### config.mk
export PLATFORM = sky130hd
export DESIGN_NAME = gpio_irq_unit
export DESIGN_NICKNAME = d
export VERILOG_FILES = /design/src/rtl/gpio_unit_pkg.sv /design/src/rtl/gpio_in_sync.sv /design/src/rtl/gpio_evt_det.sv /design/src/rtl/gpio_irq_unit.sv
export SDC_FILE = /design/constraint.sdc
export NUM_CORES = 1
export LEC_CHECK = 0
export ABC_AREA = 1
export BUFFER_PORTS_ARGS = -buffer_cell sky130_fd_sc_hd__buf_2
export CAP_MARGIN = 20
export CELL_PAD_IN_SITES_DETAIL_PLACEMENT = 2
export CELL_PAD_IN_SITES_GLOBAL_PLACEMENT = 2
export CORE_UTILIZATION = 37
export CTS_BUF_LIST = sky130_fd_sc_hd__clkbuf_2
export DETAILED_ROUTE_END_ITERATION = 8
export PLACE_DENSITY = 0.78
export SYNTH_ARGS = -nofsm -noshare
export SYNTH_HDL_FRONTEND = slang
export SYNTH_HIERARCHICAL = 1
export SYNTH_SLANG_ARGS = --single-unit
### constraint.sdc
create_clock -name clk -period 1.7 [get_ports clk]
set_clock_uncertainty 0.05 [all_clocks]
set_input_delay 0.34 -clock clk [delete_from_list [all_inputs] [get_ports clk]]
set_output_delay 0.34 -clock clk [all_outputs]
set_load 0.05 [all_outputs]
### src/rtl/gpio_unit_pkg.sv
package gpio_unit_pkg;

    typedef enum logic [2:0] {
        SEL_DIR  = 3'd0,
        SEL_DAT  = 3'd1,
        SEL_ODAT = 3'd2,
        SEL_EN   = 3'd3,
        SEL_STAT = 3'd4,
        SEL_TYPE = 3'd5,
        SEL_LVL  = 3'd6,
        SEL_HOLD = 3'd7
    } reg_sel_e;

    localparam int HALF_W = 16;

    // Replace one halfword of a 32-bit word.
    function automatic logic [31:0] half_merge(input logic [31:0] cur,
                                               input logic        upper,
                                               input logic [15:0] d);
        logic [31:0] r;
        r = cur;
        if (upper) r[31:16] = d;
        else       r[15:0]  = d;
        return r;
    endfunction

endpackage

### src/rtl/gpio_in_sync.sv
module gpio_in_sync #(
    parameter int W = 32
) (
    input  logic         clk,
    input  logic         rst_n,
    input  logic [W-1:0] raw,
    output logic [W-1:0] cur,
    output logic [W-1:0] prev
);
    typedef struct packed {
        logic [W-1:0] meta;
        logic [W-1:0] stab;
        logic [W-1:0] old;
    } sync_t;

    sync_t sync_d, sync_q;

    always_comb begin
        sync_d.meta = raw;
        sync_d.stab = sync_q.meta;
        sync_d.old  = sync_q.stab;
    end

    always_ff @(posedge clk or negedge rst_n) begin
        if (!rst_n) sync_q <= '0;
        else        sync_q <= sync_d;
    end

    assign cur  = sync_q.stab;
    assign prev = sync_q.old;
endmodule

### src/rtl/gpio_evt_det.sv
module gpio_evt_det #(
    parameter int W = 32
) (
    input  logic [W-1:0] cur,
    input  logic [W-1:0] prev,
    input  logic [W-1:0] typ,
    input  logic [W-1:0] lvl,
    input  logic [W-1:0] dir,
    output logic [W-1:0] ev
);
    for (genvar i = 0; i < W; i++) begin : g_pin
        logic lvl_hit;
        logic edge_hit;
        assign lvl_hit  = lvl[i] ? cur[i] : ~cur[i];
        assign edge_hit = lvl[i] ? (cur[i] & ~prev[i]) : (~cur[i] & prev[i]);
        // output pins are not event sources
        assign ev[i]    = ~dir[i] & (typ[i] ? edge_hit : lvl_hit);
    end
endmodule

### src/rtl/gpio_irq_unit.sv
module gpio_irq_unit
    import gpio_unit_pkg::*;
#(
    parameter int BI_W = 32,
    parameter int OO_W = 18
) (
    input  logic            clk,
    input  logic            rst_n,
    input  logic            bus_sel,
    input  logic            bus_we,
    input  logic [3:0]      bus_addr,
    input  logic [15:0]     bus_wdata,
    output logic [15:0]     bus_rdata,
    input  logic [BI_W-1:0] pin_in,
    output logic [BI_W-1:0] pin_out,
    output logic [BI_W-1:0] pin_oe,
    output logic [OO_W-1:0] oo_pins,
    output logic            irq
);
    localparam int REG_W = 2 * HALF_W;

    typedef struct packed {
        logic [BI_W-1:0] dir;
        logic [BI_W-1:0] dat;
        logic [OO_W-1:0] odat;
        logic [BI_W-1:0] en;
        logic [BI_W-1:0] st;
        logic [BI_W-1:0] typ;
        logic [BI_W-1:0] lvl;
        logic [BI_W-1:0] hold;
        logic            irq;
    } regs_t;

    regs_t regs_d, regs_q;

    logic [BI_W-1:0] cur, prev, ev, clr, keep_mask;
    logic [REG_W-1:0] rd_word;
    reg_sel_e        sel;
    logic            upper, wr_go;

    assign sel   = reg_sel_e'(bus_addr[3:1]);
    assign upper = bus_addr[0];
    assign wr_go = bus_sel & bus_we;

    gpio_in_sync #(.W(BI_W)) u_sync (
        .clk   (clk),
        .rst_n (rst_n),
        .raw   (pin_in),
        .cur   (cur),
        .prev  (prev)
    );

    gpio_evt_det #(.W(BI_W)) u_det (
        .cur  (cur),
        .prev (prev),
        .typ  (regs_q.typ),
        .lvl  (regs_q.lvl),
        .dir  (regs_q.dir),
        .ev   (ev)
    );

    always_comb begin
        regs_d = regs_q;
        clr    = '0;
        if (wr_go) begin
            case (sel)
                SEL_DIR:  regs_d.dir  = BI_W'(half_merge(REG_W'(regs_q.dir), upper, bus_wdata));
                SEL_DAT:  regs_d.dat  = BI_W'(half_merge(REG_W'(regs_q.dat), upper, bus_wdata));
                SEL_ODAT: regs_d.odat = OO_W'(half_merge(REG_W'(regs_q.odat), upper, bus_wdata));
                SEL_EN:   regs_d.en   = BI_W'(half_merge(REG_W'(regs_q.en), upper, bus_wdata));
                SEL_STAT: clr         = BI_W'(half_merge('0, upper, bus_wdata));
                SEL_TYPE: regs_d.typ  = BI_W'(half_merge(REG_W'(regs_q.typ), upper, bus_wdata));
                SEL_LVL:  regs_d.lvl  = BI_W'(half_merge(REG_W'(regs_q.lvl), upper, bus_wdata));
                SEL_HOLD: regs_d.hold = BI_W'(half_merge(REG_W'(regs_q.hold), upper, bus_wdata));
                default: ;
            endcase
        end
        // latched bits: clear then set (set wins); through bits: live event
        regs_d.st  = (regs_q.hold & ((regs_q.st & ~clr) | ev)) | (~regs_q.hold & ev);
        regs_d.irq = |(regs_q.st & regs_q.en);
    end

    always_ff @(posedge clk or negedge rst_n) begin
        if (!rst_n) regs_q <= '0;
        else        regs_q <= regs_d;
    end

    always_comb begin
        rd_word = '0;
        case (sel)
            SEL_DIR:  rd_word = REG_W'(regs_q.dir);
            SEL_DAT:  rd_word = REG_W'((regs_q.dir & regs_q.dat) | (~regs_q.dir & cur));
            SEL_ODAT: rd_word = REG_W'(regs_q.odat);
            SEL_EN:   rd_word = REG_W'(regs_q.en);
            SEL_STAT: rd_word = REG_W'(regs_q.st);
            SEL_TYPE: rd_word = REG_W'(regs_q.typ);
            SEL_LVL:  rd_word = REG_W'(regs_q.lvl);
            SEL_HOLD: rd_word = REG_W'(regs_q.hold);
            default: ;
        endcase
        bus_rdata = upper ? rd_word[31:16] : rd_word[15:0];
    end

    assign pin_out = regs_q.dat;
    assign pin_oe  = regs_q.dir;
    assign oo_pins = regs_q.odat;
    assign irq     = regs_q.irq;

    assign keep_mask = regs_q.st & regs_q.hold & ~clr;

    a_r9_irq_follows_set: assert property (@(posedge clk) disable iff (!rst_n)
        (|(regs_q.st & regs_q.en)) |=> irq);
    a_r9_irq_follows_clear: assert property (@(posedge clk) disable iff (!rst_n)
        !(|(regs_q.st & regs_q.en)) |=> !irq);
    a_r7_hold_keeps: assert property (@(posedge clk) disable iff (!rst_n)
        ((regs_q.st & $past(keep_mask)) == $past(keep_mask)));
    a_r10_out_no_event: assert property (@(posedge clk) disable iff (!rst_n)
        ((ev & regs_q.dir) == '0));
    a_r5_through_live: assert property (@(posedge clk) disable iff (!rst_n)
        1'b1 |=> ((regs_q.st & ~$past(regs_q.hold)) == ($past(ev) & ~$past(regs_q.hold))));
endmodule

## After elaboration in Yosys (flattened, before gate mapping)

Cells that the tools add are included.

- Bits in registers: 339
- Word-level logic and storage cells: 350
- Output and inout port bits: 99
- Bits of input ports: 56

- Bitwise logic cells: 206
- Eq/ne operators: 7
- Multiplexer cells: 102
- Reduce and logical (&&, ||, !) cells: 16

Operators by type and width:

| kind | number |
|---|---|
| $pmux W32 S8 | 1 |
| $and A32 B32 Y32 | 6 |
| $and A1 B1 Y1 | 97 |
| $not A1 Y1 | 97 |
| $mux W1 | 96 |
| $not A32 Y32 | 3 |
| $or A32 B32 Y32 | 3 |
| $mux W32 | 2 |
| $mux W16 | 3 |
| $reduce_and A3 Y1 | 14 |
| $reduce_or A32 Y1 | 1 |
| $eq A3 B3 Y1 const B | 4 |
| $eq A3 B2 Y1 const B | 2 |
| $eq A3 B1 Y1 const B | 1 |
| $logic_not A3 Y1 | 1 |

## Logic depth before layout (Yosys ltp)

Gate-level depths: netlist (run 1).

- Depth in word-level cells: 8
- Depth in mapped cells: 10
- Depth with buffers taken out: 9

## Cells and area by module

Netlist (run 1), hierarchy kept.

By module, submodules not included:

| module | area each (sq um) | times used | cells an instance |
|---|---|---|---|
| gpio_irq_unit | 12759.7 | 1 | 1655 |
| gpio_in_sync | 2642.5 | 1 | 128 |
| gpio_evt_det | 1041.0 | 1 | 224 |

## Least setup slack after synthesis (run 1)

Ideal clock, no wire load.

- Path type: in2out
- From: in bus_addr[3]
- To: out bus_rdata[11]
- Stages: 9
- Arrival: 1.544 ns
- Buffers on the path: 2
- Data required time: 1.310 ns
- Path slack: -0.234 ns
- Path through: buf_4 > inv_2 > buf_1 > nand4_1 > nand2_1 > nor2_1 > nand2_1 > nand2_1 > nand2_1

- Word-level cells in the longest chain between the ends: 3
- Elaborated cells on any way between the ends: 10
- Classes of those cells: 7 x eq/ne; 2 x mux; 1 x reduce/logical

Ends and longest elaborated chain:

| item | RTL line | source |
|---|---|---|
| from (decl) | gpio_irq_unit.sv:11 | `input logic [3:0] bus_addr,` |
| $eq A3 B3 Y1 (tied with other cells) | gpio_irq_unit.sv:90 | `case (sel)` |
| $pmux W32 S8 (*) | gpio_irq_unit.sv:90 |  |
| $mux W16 (*) | gpio_irq_unit.sv:101 | `bus_rdata = upper ? rd_word[31:16] : rd_word[15:0];` |
| to (decl) | gpio_irq_unit.sv:13 | `output logic [15:0] bus_rdata,` |

Every way passes the cells marked *; elsewhere a longest branch is shown, timed or not.

## Worst setup path after layout (run 1)

- From: reg regs_q[220], in the netlist pin_oe[9]
- To: out bus_rdata[9]

- Word-level cells in the longest chain between the ends: 5
- Elaborated cells on any way between the ends: 6
- Classes of those cells: 2 x mux; 4 x bitwise

Ends and longest elaborated chain:

| item | RTL line | source |
|---|---|---|
| from (decl) | gpio_irq_unit.sv:34 | `regs_t regs_d, regs_q;` |
| from (signal assigned) | gpio_irq_unit.sv:85 | `else regs_q <= regs_d;` |
| $not A32 Y32 | gpio_irq_unit.sv:92 | `SEL_DAT: rd_word = REG_W'((regs_q.dir & regs_q.dat) \| (~regs_q.dir & cur));` |
| $and A32 B32 Y32 | gpio_irq_unit.sv:92 |  |
| $or A32 B32 Y32 | gpio_irq_unit.sv:92 |  |
| $pmux W32 S8 (*) | gpio_irq_unit.sv:90 |  |
| $mux W16 (*) | gpio_irq_unit.sv:101 |  |

Marked as above.

==> run_results.csv, run 1 <==
group,metric,value,unit
floorplanning,initial_core_util,0.378,
sta,final.hold.worst_slack,0.0286,ns
sta,slew_violations,0,
floorplanning,die_y,213,microns
sta,rsz0062_at_grt,"true",
sta,finalHoldViolations,0,
power,powerDensity,1230,nW/um^2
final_layout,final_common_cell,"nand2_1",
routing,detail-route-antenna-nets,0,
power,ir_worst_vdd,0.000654,V
synthesis,ys_seq_elements,339,
place,dp_hpwl,46000,microns
worst_hold_path,hold_class,"in2reg",
synthesis,synth_top_flop_cell,"dfrtp_1",
setup_path,critPathLaunchType,"register",
synthesis,synthCells,2007,
place,port_buffers,154,
synthesis,seq_area_frac_synth,0.516,
sta,relSlewSlack,0.496,
place,gp_congestion,0.857,
final_layout,finalNetCount,2404,
routing,viasPerCell,5.88,
clocking,root_buffer,"clkbuf_2",
flow_run,cap_violations,0,
grt,grt_pass1_vias,19400,
synthesis,syn_nets,2063,
synthesis,async_reset_ff_frac,1.00,
final_layout,mostFrequentLayoutCells,"526 x nand2_1, 318 x dfrtp_1, 223 x o21ai_0, 147 x clkbuf_2, 140 x buf_4",
setup_path,cp-end-kind,"output port",
clocking,clkLatencyLatePin,1.23,ns
grt,grt_start_max_net_pins,60,
floorplanning,ios,155,
floorplanning,die_w,213,microns
setup_path,r2r_setup_slack,0.04,ns
routing,vias,17700,
floorplanning,rows,76,
final_layout,synthToLayoutAreaGrowth,34.4,%
routing,route.final.wire_length,92500,microns
sta,worst_pin_slew,0.748,ns
setup_path,cp.arrival,2.76,ns
routing,drc,0,
routing,avgRoutedWirePerCell,30.7,microns
sta,fmax,318,MHz
routing,first_pass_iters,5,
synthesis,synth-edff-count,0,
worst_hold_path,holdPathStages,4,
final_layout,drive_gt1_frac,0.302,
clocking,cts_sinks,339,
grt,track_usage,0.363,
clocking,cts_max_level,3,
power,p_leak,10.8,nW
setup_path,r2r-start,"regs_q[130]$_DFFE_PN0P_",
sta,setup_viol,101,
grt,grt_pass1_wl,121000,microns
grt,antenna_found_initial,2,
setup_path,reg2reg_depth,4,
grt,grt_overflow,0,
synthesis,synth.distinct_cells,25,
final_layout,finish.utilization,0.509,
outcome,violations,"negative setup slack",
setup_path,crit_fanout,3,
clocking,clock_path_buffers,3,
setup_path,crit_end,"bus_rdata[9]",
floorplanning,dieArea,45300,sq um
setup_path,critical_path.startpoint,"pin_oe[9]$_DFFE_PN0P_",
setup_path,r2r-end,"irq$_DFF_PN0_",
synthesis,netlist_area,16400,sq um
clocking,path_clk_slew,0.18,ns
clocking,cts_tree,"done",
routing,drt_iter0_drc,1414,
synthesis,yosysWarnings,6,
sta,finalCriticalPeriod,3.15,ns
place,post-place-ws,-0.682,ns
synthesis,syn_avg_cell_area,8.19,sq um
sta,fin_ws,-1.45,ns
setup_path,critical_path_required,1.31,ns
clocking,cts_buffers,94,
floorplanning,core_area,43500,sq um
outcome,status,"finished, violations left",
setup_path,path_class,"reg2out",
sta,finalCritPeriodShare,1.85,
## stage by stage
| step | cells | power [mW] | setup TNS (ns) | area (sq um) |
|---|---|---|---|---|
| floorplan | 2007 | 15.0 | 0 | 16600 |
| global placement | 2695 | 16.9 | -23.40 | 18600 |
| detailed placement | 2695 | 17.3 | -39.21 | 18600 |
| CTS | 2985 | 25.2 | -60.15 | 21600 |
| global route | 3008 | 27.9 | -72.42 | 22100 |
| finish | 3011 | 27.1 | -64.24 | 22100 |
## sequential cells by signal (all words and copies together) (netlist names)
signal / cells
regs_q: 160
pin_oe: 32
pin_out: 32
u_sync/cur: 32
u_sync/prev: 32
u_sync/sync_d: 32
oo_pins: 18
irq: 1
## report_power, final
| part | switching, mW | total, mW | internal [mW] |
|---|---|---|---|
| Clock | 4.51 | 7.24 | 2.73 |
| Sequential | 1.70 | 11.1 | 9.38 |
| Combinational | 5.48 | 8.82 | 3.34 |
| Total | 11.7 | 27.1 | 15.5 |
## Yosys cell counts (2+ instances only)
master	number	area, sq um
clkbuf_1	58	218
a31o_2	16	140
nor2_1	109	409
nand2_1	606	2270
nor3_1	16	80.1
nand3_1	91	455
o21ai_1	8	40.0
dfrtp_1	339	8480
nand4_1	121	757
buf_1	6	22.5
o21ai_0	238	1190
buf_2	47	235
o21bai_1	25	188
buf_4	120	901
nor2_4	4	45.0
inv_1	129	484
inv_2	6	22.5
nand2_2	3	18.8
a21oi_1	27	135
a21oi_2	32	280
nor2_2	2	12.5
## final cells by class
class | instances | area, sq um
fillers | 4684 | 21400
flip-flops and latches | 339 | 8510
multi-input cells | 1302 | 6460
repair buffers | 476 | 4980
clock buffers | 147 | 736
well taps | 585 | 732
inverters | 135 | 509
clock inverters | 23 | 170
diodes | 4 | 10.0
## kinds of logic after synthesis
kind of cell	count (synthesis)	share of synthesized area
and+or+nand+nor	956	0.250
buffers and inverters	366	0.115
AOI/OAI and AO/OA	346	0.120
DFF	339	0.516
## metal layers
metal / vias up / global-route usage / part of all wire
met5: - / 0 / 0.000097
met2: 1011 / 0.640 / 0.50
met1: 9046 / 0.405 / 0.36
met3: 471 / 0.0710 / 0.070
li1: 7189 / - / -
met4: 2 / 0.215 / 0.077
## worst min-delay path by stage
stage,start,endpoint,slack (ns)
detailed placement,rst_n,u_sync/sync_d[34]$_DFF_PN0_,0.14
finish,bus_wdata[11],regs_q[108]$_DFF_PN0_,0.03
CTS,bus_addr[1],regs_q[139]$_DFFE_PN0P_,0.004
global placement,rst_n,u_sync/sync_d[34]$_DFF_PN0_,0.14
global route,bus_wdata[11],regs_q[108]$_DFF_PN0_,-0.05
floorplan,rst_n,irq$_DFF_PN0_,-0.006
## worst max-delay path, stage by stage, from the launching register on
cell and delay (ns):
dfrtp_1 0.46, inv_1 0.12, nand2_2 0.09, nand2_2 0.08, nand2_2 0.09, nand2_2 0.06
nor2_2 0.15, nand2_1 0.12, nand2_2 0.14, nand2_4 0.06, buf_8 0.15
## timing repair
item / 4_1_cts / 5_1_grt
hold buffers: 100 / 1
pin swaps: 17 / 55
setup endpoints to repair: 99 / 137
buffers inserted: 25 / 36
endpoints found under the hold margin: 608 / 10
gates resized for setup: 308 / 134
cloned: 0 / 2
(Power assumes the default switching activity.)
==> inputs of run 2 (changes only) <==
- CORE_UTILIZATION: 37 -> 36
- CTS_BUF_LIST: sky130_fd_sc_hd__clkbuf_2 -> sky130_fd_sc_hd__clkbuf_8 sky130_fd_sc_hd__clkbuf_16
- PLACE_DENSITY: 0.78 -> 0.76
- SKIP_LAST_GASP: not set -> 1
==> run 2 against run 1 <==
  * The flow still finishes with violations (negative setup slack)
  * Flip-flop and latch count is the same
  * Via count shrank 14%
  * Combinational power shrank 18%
  * Critical endpoint unchanged
==> run_results.csv, run 2 (synthesis gave the netlist of run 1 again) <==
group,metric,value,unit
floorplanning,initial_core_util,0.369,
routing,drt_iter0_drc,897,
clocking,cts_buffers,41,
routing,first_pass_iters,8,
setup_path,r2r-end,"irq$_DFF_PN0_",
outcome,violations,"negative setup slack",
power,ir_worst_vdd,0.000720,V
sta,relSlewSlack,0.564,
clocking,cts_sinks,339,
power,powerDensity,1300,nW/um^2
final_layout,largest_register_ffs,160,
floorplanning,die_y,216,microns
clocking,root_buffer,"clkbuf_16",
setup_path,critical_path.startpoint,"pin_oe[9]$_DFFE_PN0P_",
power,finalPower,27.5,mW
sta,finalHoldViolations,0,
sta,fmax,444,MHz
worst_hold_path,hold_class,"in2reg",
routing,detail-route-antenna-nets,0,
grt,grt_pass1_vias,17400,
clocking,clock_path_buffers,3,
setup_path,path_class,"reg2out",
setup_path,reg2reg_depth,4,
routing,viasPerCell,5.40,
final_layout,regMostFlops,"regs_q",
final_layout,drive_gt1_frac,0.263,
grt,antenna_found_initial,1,
final_layout,fill_cells,4766,
setup_path,crit_end,"bus_rdata[9]",
grt,grt_pass1_wl,106000,microns
setup_path,cp-end-kind,"output port",
routing,drc,0,
clocking,cts_tree,"done",
final_layout,finalNetCount,2272,
sta,rsz0062_at_grt,"true",
sta,slew_violations,0,
clocking,clkLatencyLatePin,0.58,ns
place,dp_hpwl,46000,microns
final_layout,final_common_cell,"nand2_1",
place,port_buffers,154,
sta,fin_ws,-0.554,ns
floorplanning,core_area,44600,sq um
setup_path,r2r-start,"regs_q[98]$_DFF_PN0_",
sta,finalCritPeriodShare,1.33,
final_layout,ff_latch_area,8490,sq um
routing,avgRoutedWirePerCell,24.1,microns
setup_path,crit_fanout,3,
setup_path,cp.arrival,1.86,ns
final_layout,multiInputGateArea,6400,sq um
power,p_leak,10.3,nW
sta,setup_viol,21,
final_layout,diodes,0,
setup_path,critPathLaunchType,"register",
flow_run,cap_violations,0,
sta,worst_pin_slew,0.653,ns
sta,finalCriticalPeriod,2.25,ns
floorplanning,rows,77,
grt,grt_overflow,0,
final_layout,finish.utilization,0.475,
clocking,cts_max_level,2,
setup_path,critical_path_required,1.31,ns
outcome,status,"finished, violations left",
setup_path,r2r_setup_slack,0.20,ns
clocking,path_clk_slew,0.06,ns
grt,track_usage,0.297,
routing,vias,15300,
final_layout,mostFrequentLayoutCells,"539 x nand2_1, 335 x dfrtp_1, 232 x o21ai_0, 165 x buf_4, 128 x inv_1",
floorplanning,dieArea,46500,sq um
grt,grt_start_max_net_pins,53,
final_layout,synthToLayoutAreaGrowth,28.7,%
routing,route.final.wire_length,68400,microns
place,gp_congestion,0.851,
floorplanning,ios,155,
worst_hold_path,holdPathStages,3,
floorplanning,die_w,216,microns
-- run 2: cell types whose count changed in the layout (fill, tap and decap cells not counted), sizes merged, moves of 4 or more --
| cell | change |
|---|---|
| buf | -13 |
| diode | -4 |
| dlygate4sd3 | -65 |
| inv | +5 |
| clkinv | -13 |
| clkbuf | -97 |
-- run 2: stage by stage --
stage          TNS, ns  cells  hold WS (ns)  setup WS (ns)  instance area, sq um
2_1_floorplan        0   2007      -0.00559         0.0107                 16600
3_5_place_dp    -26.78   2713         0.286         -0.577                 18700
6_report         -8.29   2837        0.0410         -0.554                 21200
3_3_place_gp    -16.28   2713         0.282         -0.503                 18700
4_1_cts          -8.86   2829        0.0132         -0.586                 20900
5_1_grt          -9.79   2837        0.0499         -0.628                 21200
-- run 2: worst min-delay path by stage --
stage | start | slack [ns] | end
3_5_place_dp | u_sync/sync_d[35]$_DFF_PN0_ | 0.29 | u_sync/cur[3]$_DFF_PN0_
6_report | bus_wdata[0] | 0.04 | pin_oe[16]$_DFFE_PN0P_
5_1_grt | bus_wdata[6] | 0.05 | regs_q[55]$_DFFE_PN0P_
4_1_cts | bus_wdata[0] | 0.01 | pin_oe[16]$_DFFE_PN0P_
2_1_floorplan | rst_n | -0.006 | irq$_DFF_PN0_
3_3_place_gp | u_sync/sync_d[43]$_DFF_PN0_ | 0.28 | u_sync/cur[11]$_DFF_PN0_
-- run 2: report_power, final --
part	internal, mW	switching [mW]
combinational	2.58	4.65
clock	5.83	3.63
sequential	9.39	1.36
-- run 2: repair_timing --
action                                 in CTS  in global routing
gates resized for setup                   137                 76
buffers inserted                           15                 18
setup endpoints to repair                  43                 33
endpoints found under the hold margin      61                  0
hold buffers                               34                  0
pin swaps                                  28                 44
-- run 2: layer usage --
layer | global-route usage | vias up | share of wire
li1 | - | 6895 | -
met1 | 0.369 | 7938 | 0.42
met2 | 0.530 | 364 | 0.52
met3 | 0.0303 | 121 | 0.033
met4 | 0.114 | 2 | 0.033
met5 | 0 | - | 0.00018
-- run 2: critical path, cell delays in order, from the launching register on --
cell and delay (ns):
dfrtp_1 0.42, inv_1 0.07, nand2_1 0.09, nand2_2 0.06
nand2_2 0.07, nand2_2 0.05, nor2_2 0.10, nand2_1 0.08
nand2_2 0.12, nand2_4 0.06, buf_8 0.15
-- run 2: final cells by class --
class / count / area share
repair buffers: 397 / 0.169
well taps: 592 / 0.0350
flip-flops and latches: 339 / 0.401
clock inverters: 21 / 0.0122
multi-input cells: 1302 / 0.302
inverters: 135 / 0.0241
clock buffers: 51 / 0.0560
==> inputs of run 3 (changes only) <==
- RECOVER_POWER: not set -> 25
- SKIP_CTS_REPAIR_TIMING: not set -> 1
==> run 3 against run 2 <==
  * The flow still finishes with violations (negative setup slack)
  * Sequential share of layout area up 0.38 points
  * Setup slack worse by 0.0060 ns
  * Non-clock buffer count down 1
  * Critical endpoint is now bus_rdata[6]
==> run_results.csv, run 3 (synthesis gave the netlist of run 1 again) <==
group,metric,value,unit
outcome,status,"finished, violations left",
outcome,violations,"negative setup slack",
setup_path,path_class,"reg2out",
sta,setup_viol,23,
power,powerDensity,1310,nW/um^2
sta,relSlewSlack,0.265,
grt,grt_start_max_net_pins,53,
setup_path,r2r-end,"irq$_DFF_PN0_",
power,switching_share,0.352,
power,p_clk_frac,0.346,
setup_path,r2r_setup_slack,0.14,ns
place,gp_congestion,0.851,
setup_path,reg2reg_depth,4,
clocking,root_buffer,"clkbuf_16",
routing,first_pass_iters,7,
final_layout,synthToLayoutAreaGrowth,27.5,%
setup_path,critPathLaunchType,"register",
sta,worst_pin_slew,1.10,ns
final_layout,diodes,0,
power,finalPower,27.4,mW
floorplanning,rows,77,
worst_hold_path,hold_end,"pin_oe[17]$_DFFE_PN0P_",
power,net-switching-power,9.64,mW
setup_path,r2r-start,"regs_q[98]$_DFF_PN0_",
flow_run,cap_violations,0,
sta,slew_violations,0,
clocking,cts_buffers,41,
sta,final.hold.worst_slack,0.00817,ns
setup_path,worst_path_most_repeated_cell,"nand2_1",
setup_path,crit_fanout,3,
sta,finalHoldViolations,0,
worst_hold_path,hold_class,"in2reg",
clocking,cts_max_level,2,
floorplanning,initial_core_util,0.369,
power,ir_worst_vdd,0.000725,V
final_layout,drive_gt1_frac,0.255,
routing,vias,15300,
clocking,cts_tree,"done",
clocking,path_clk_slew,0.06,ns
grt,grt_overflow,0,
place,dp_hpwl,46000,microns
final_layout,post-route-cell-area,21000,sq um
routing,viasPerCell,5.40,
sta,fmax,442,MHz
setup_path,critical_path_required,1.31,ns
clocking,clkLatencyLatePin,0.58,ns
setup_path,path_buf_inv,1,
routing,avgRoutedWirePerCell,23.9,microns
floorplanning,core_area,44600,sq um
sta,finalCriticalPeriod,2.26,ns
setup_path,path_delay_family,"simple AND/OR/NAND/NOR gates",
final_layout,mostFrequentLayoutCells,"538 x nand2_1, 337 x dfrtp_1, 235 x o21ai_0, 152 x buf_4, 126 x inv_1",
setup_path,critical_path.startpoint,"pin_out[6]$_DFFE_PN0P_",
place,port_buffers,154,
routing,route.final.wire_length,67900,microns
grt,antenna_found_initial,1,
place,dpl_cell_area,18700,sq um
routing,detail-route-antenna-nets,0,
place,dpl.cell_count,2713,
final_layout,regMostFlops,"regs_q",
setup_path,critPathSlowestCell,"dfrtp_1",
setup_path,cp-end-kind,"output port",
clocking,clock_path_buffers,3,
grt,track_usage,0.288,
power,comb_power_share,0.260,
routing,drc,0,
floorplanning,ios,155,
worst_hold_path,hp-start,"bus_wdata[1]",
final_layout,finalNetCount,2271,
power,pwr-share-seq,0.393,
power,p_int,17.7,mW
clocking,cts_sinks,339,
final_layout,fin_cells,2836,
sta,fin_setup_tns,-8.42,ns
sta,rsz0062_at_grt,"true",
setup_path,critical_path.max_stage_delay,0.40,ns
routing,drt_iter0_drc,997,
setup_path,cp_cell_sequence,"nand2_1, nand2_2, nand2_1, nand2_1, nor2_2, nand2_1, nand2_2, nand2_4, buf_8",
floorplanning,die_y,216,microns
final_layout,largest_register_ffs,160,
grt,grt_pass1_wl,102000,microns
grt,grt_pass1_vias,17000,
floorplanning,dieArea,46500,sq um
setup_path,cp.arrival,1.87,ns
worst_hold_path,holdPathStages,3,
sta,finalCritPeriodShare,1.33,
floorplanning,die_w,216,microns
power,p_leak,10.2,nW
final_layout,final_common_cell,"nand2_1",
sta,fin_ws,-0.560,ns
run 3: cell types whose count changed in the layout (fill, tap and decap cells not counted), moves of 3 or more:
cell	delta
clkbuf_1	+16
buf_4	-13
clkbuf_4	+7
buf_6	-6
buf_8	-5
buf_12	-3
buf_2	+3
o21ai_0	+3
o21ai_1	-3
run 3: how the worst max path moves through the flow:
| stage | cells after the start | slack (ns) | to |
|---|---|---|---|
| floorplan | 7 | 0.01 | bus_rdata[10] |
| global placement | 9 | -0.50 | bus_rdata[2] |
| detailed placement | 9 | -0.58 | bus_rdata[2] |
| CTS | 10 | -0.71 | bus_rdata[4] |
| global route | 10 | -0.63 | bus_rdata[11] |
| finish | 9 | -0.56 | bus_rdata[6] |
run 3: cell type report:
type | count | area [sq um]
sequential | 339 | 8490
multi-input combinational | 1302 | 6380
timing repair buffer | 396 | 3400
clock inverter | 21 | 259
clock buffer | 51 | 1190
tap | 592 | 741
fill | 4820 | 23600
inverter | 135 | 509
run 3: worst reg2reg max path, stage by stage (launching register included):
cell and delay (ns):
dfrtp_1 0.41, nand2_1 0.23, nand4_1 0.18, nor2_1 0.20, nand4_1 0.27
run 3: power groups by stage:
stage / sequential [mW] / combinational (mW) / clock, mW
global route: 10.9 / 7.65 / 9.90
global placement: 10.7 / 6.15 / 0
CTS: 10.7 / 6.55 / 9.63
finish: 10.8 / 7.12 / 9.48
floorplan: 10.4 / 4.56 / 0
detailed placement: 10.8 / 6.44 / 0
run 3: per-stage QoR:
step | setup WS, ns | utilization
3_5_place_dp | -0.577 | 0.418
6_report | -0.560 | 0.470
3_3_place_gp | -0.503 | 0.418
5_1_grt | -0.631 | 0.470
2_1_floorplan | 0.0107 | -
4_1_cts | -0.711 | 0.451
run 3: layer usage:
layer  wire [microns]  vias to the layer above  track usage
met4             2470                        2        0.113
met2            35200                      368        0.510
met1            27700                     7918        0.357
met3             2470                      135       0.0319
met5               12                        -            0
li1                 -                     6891            -
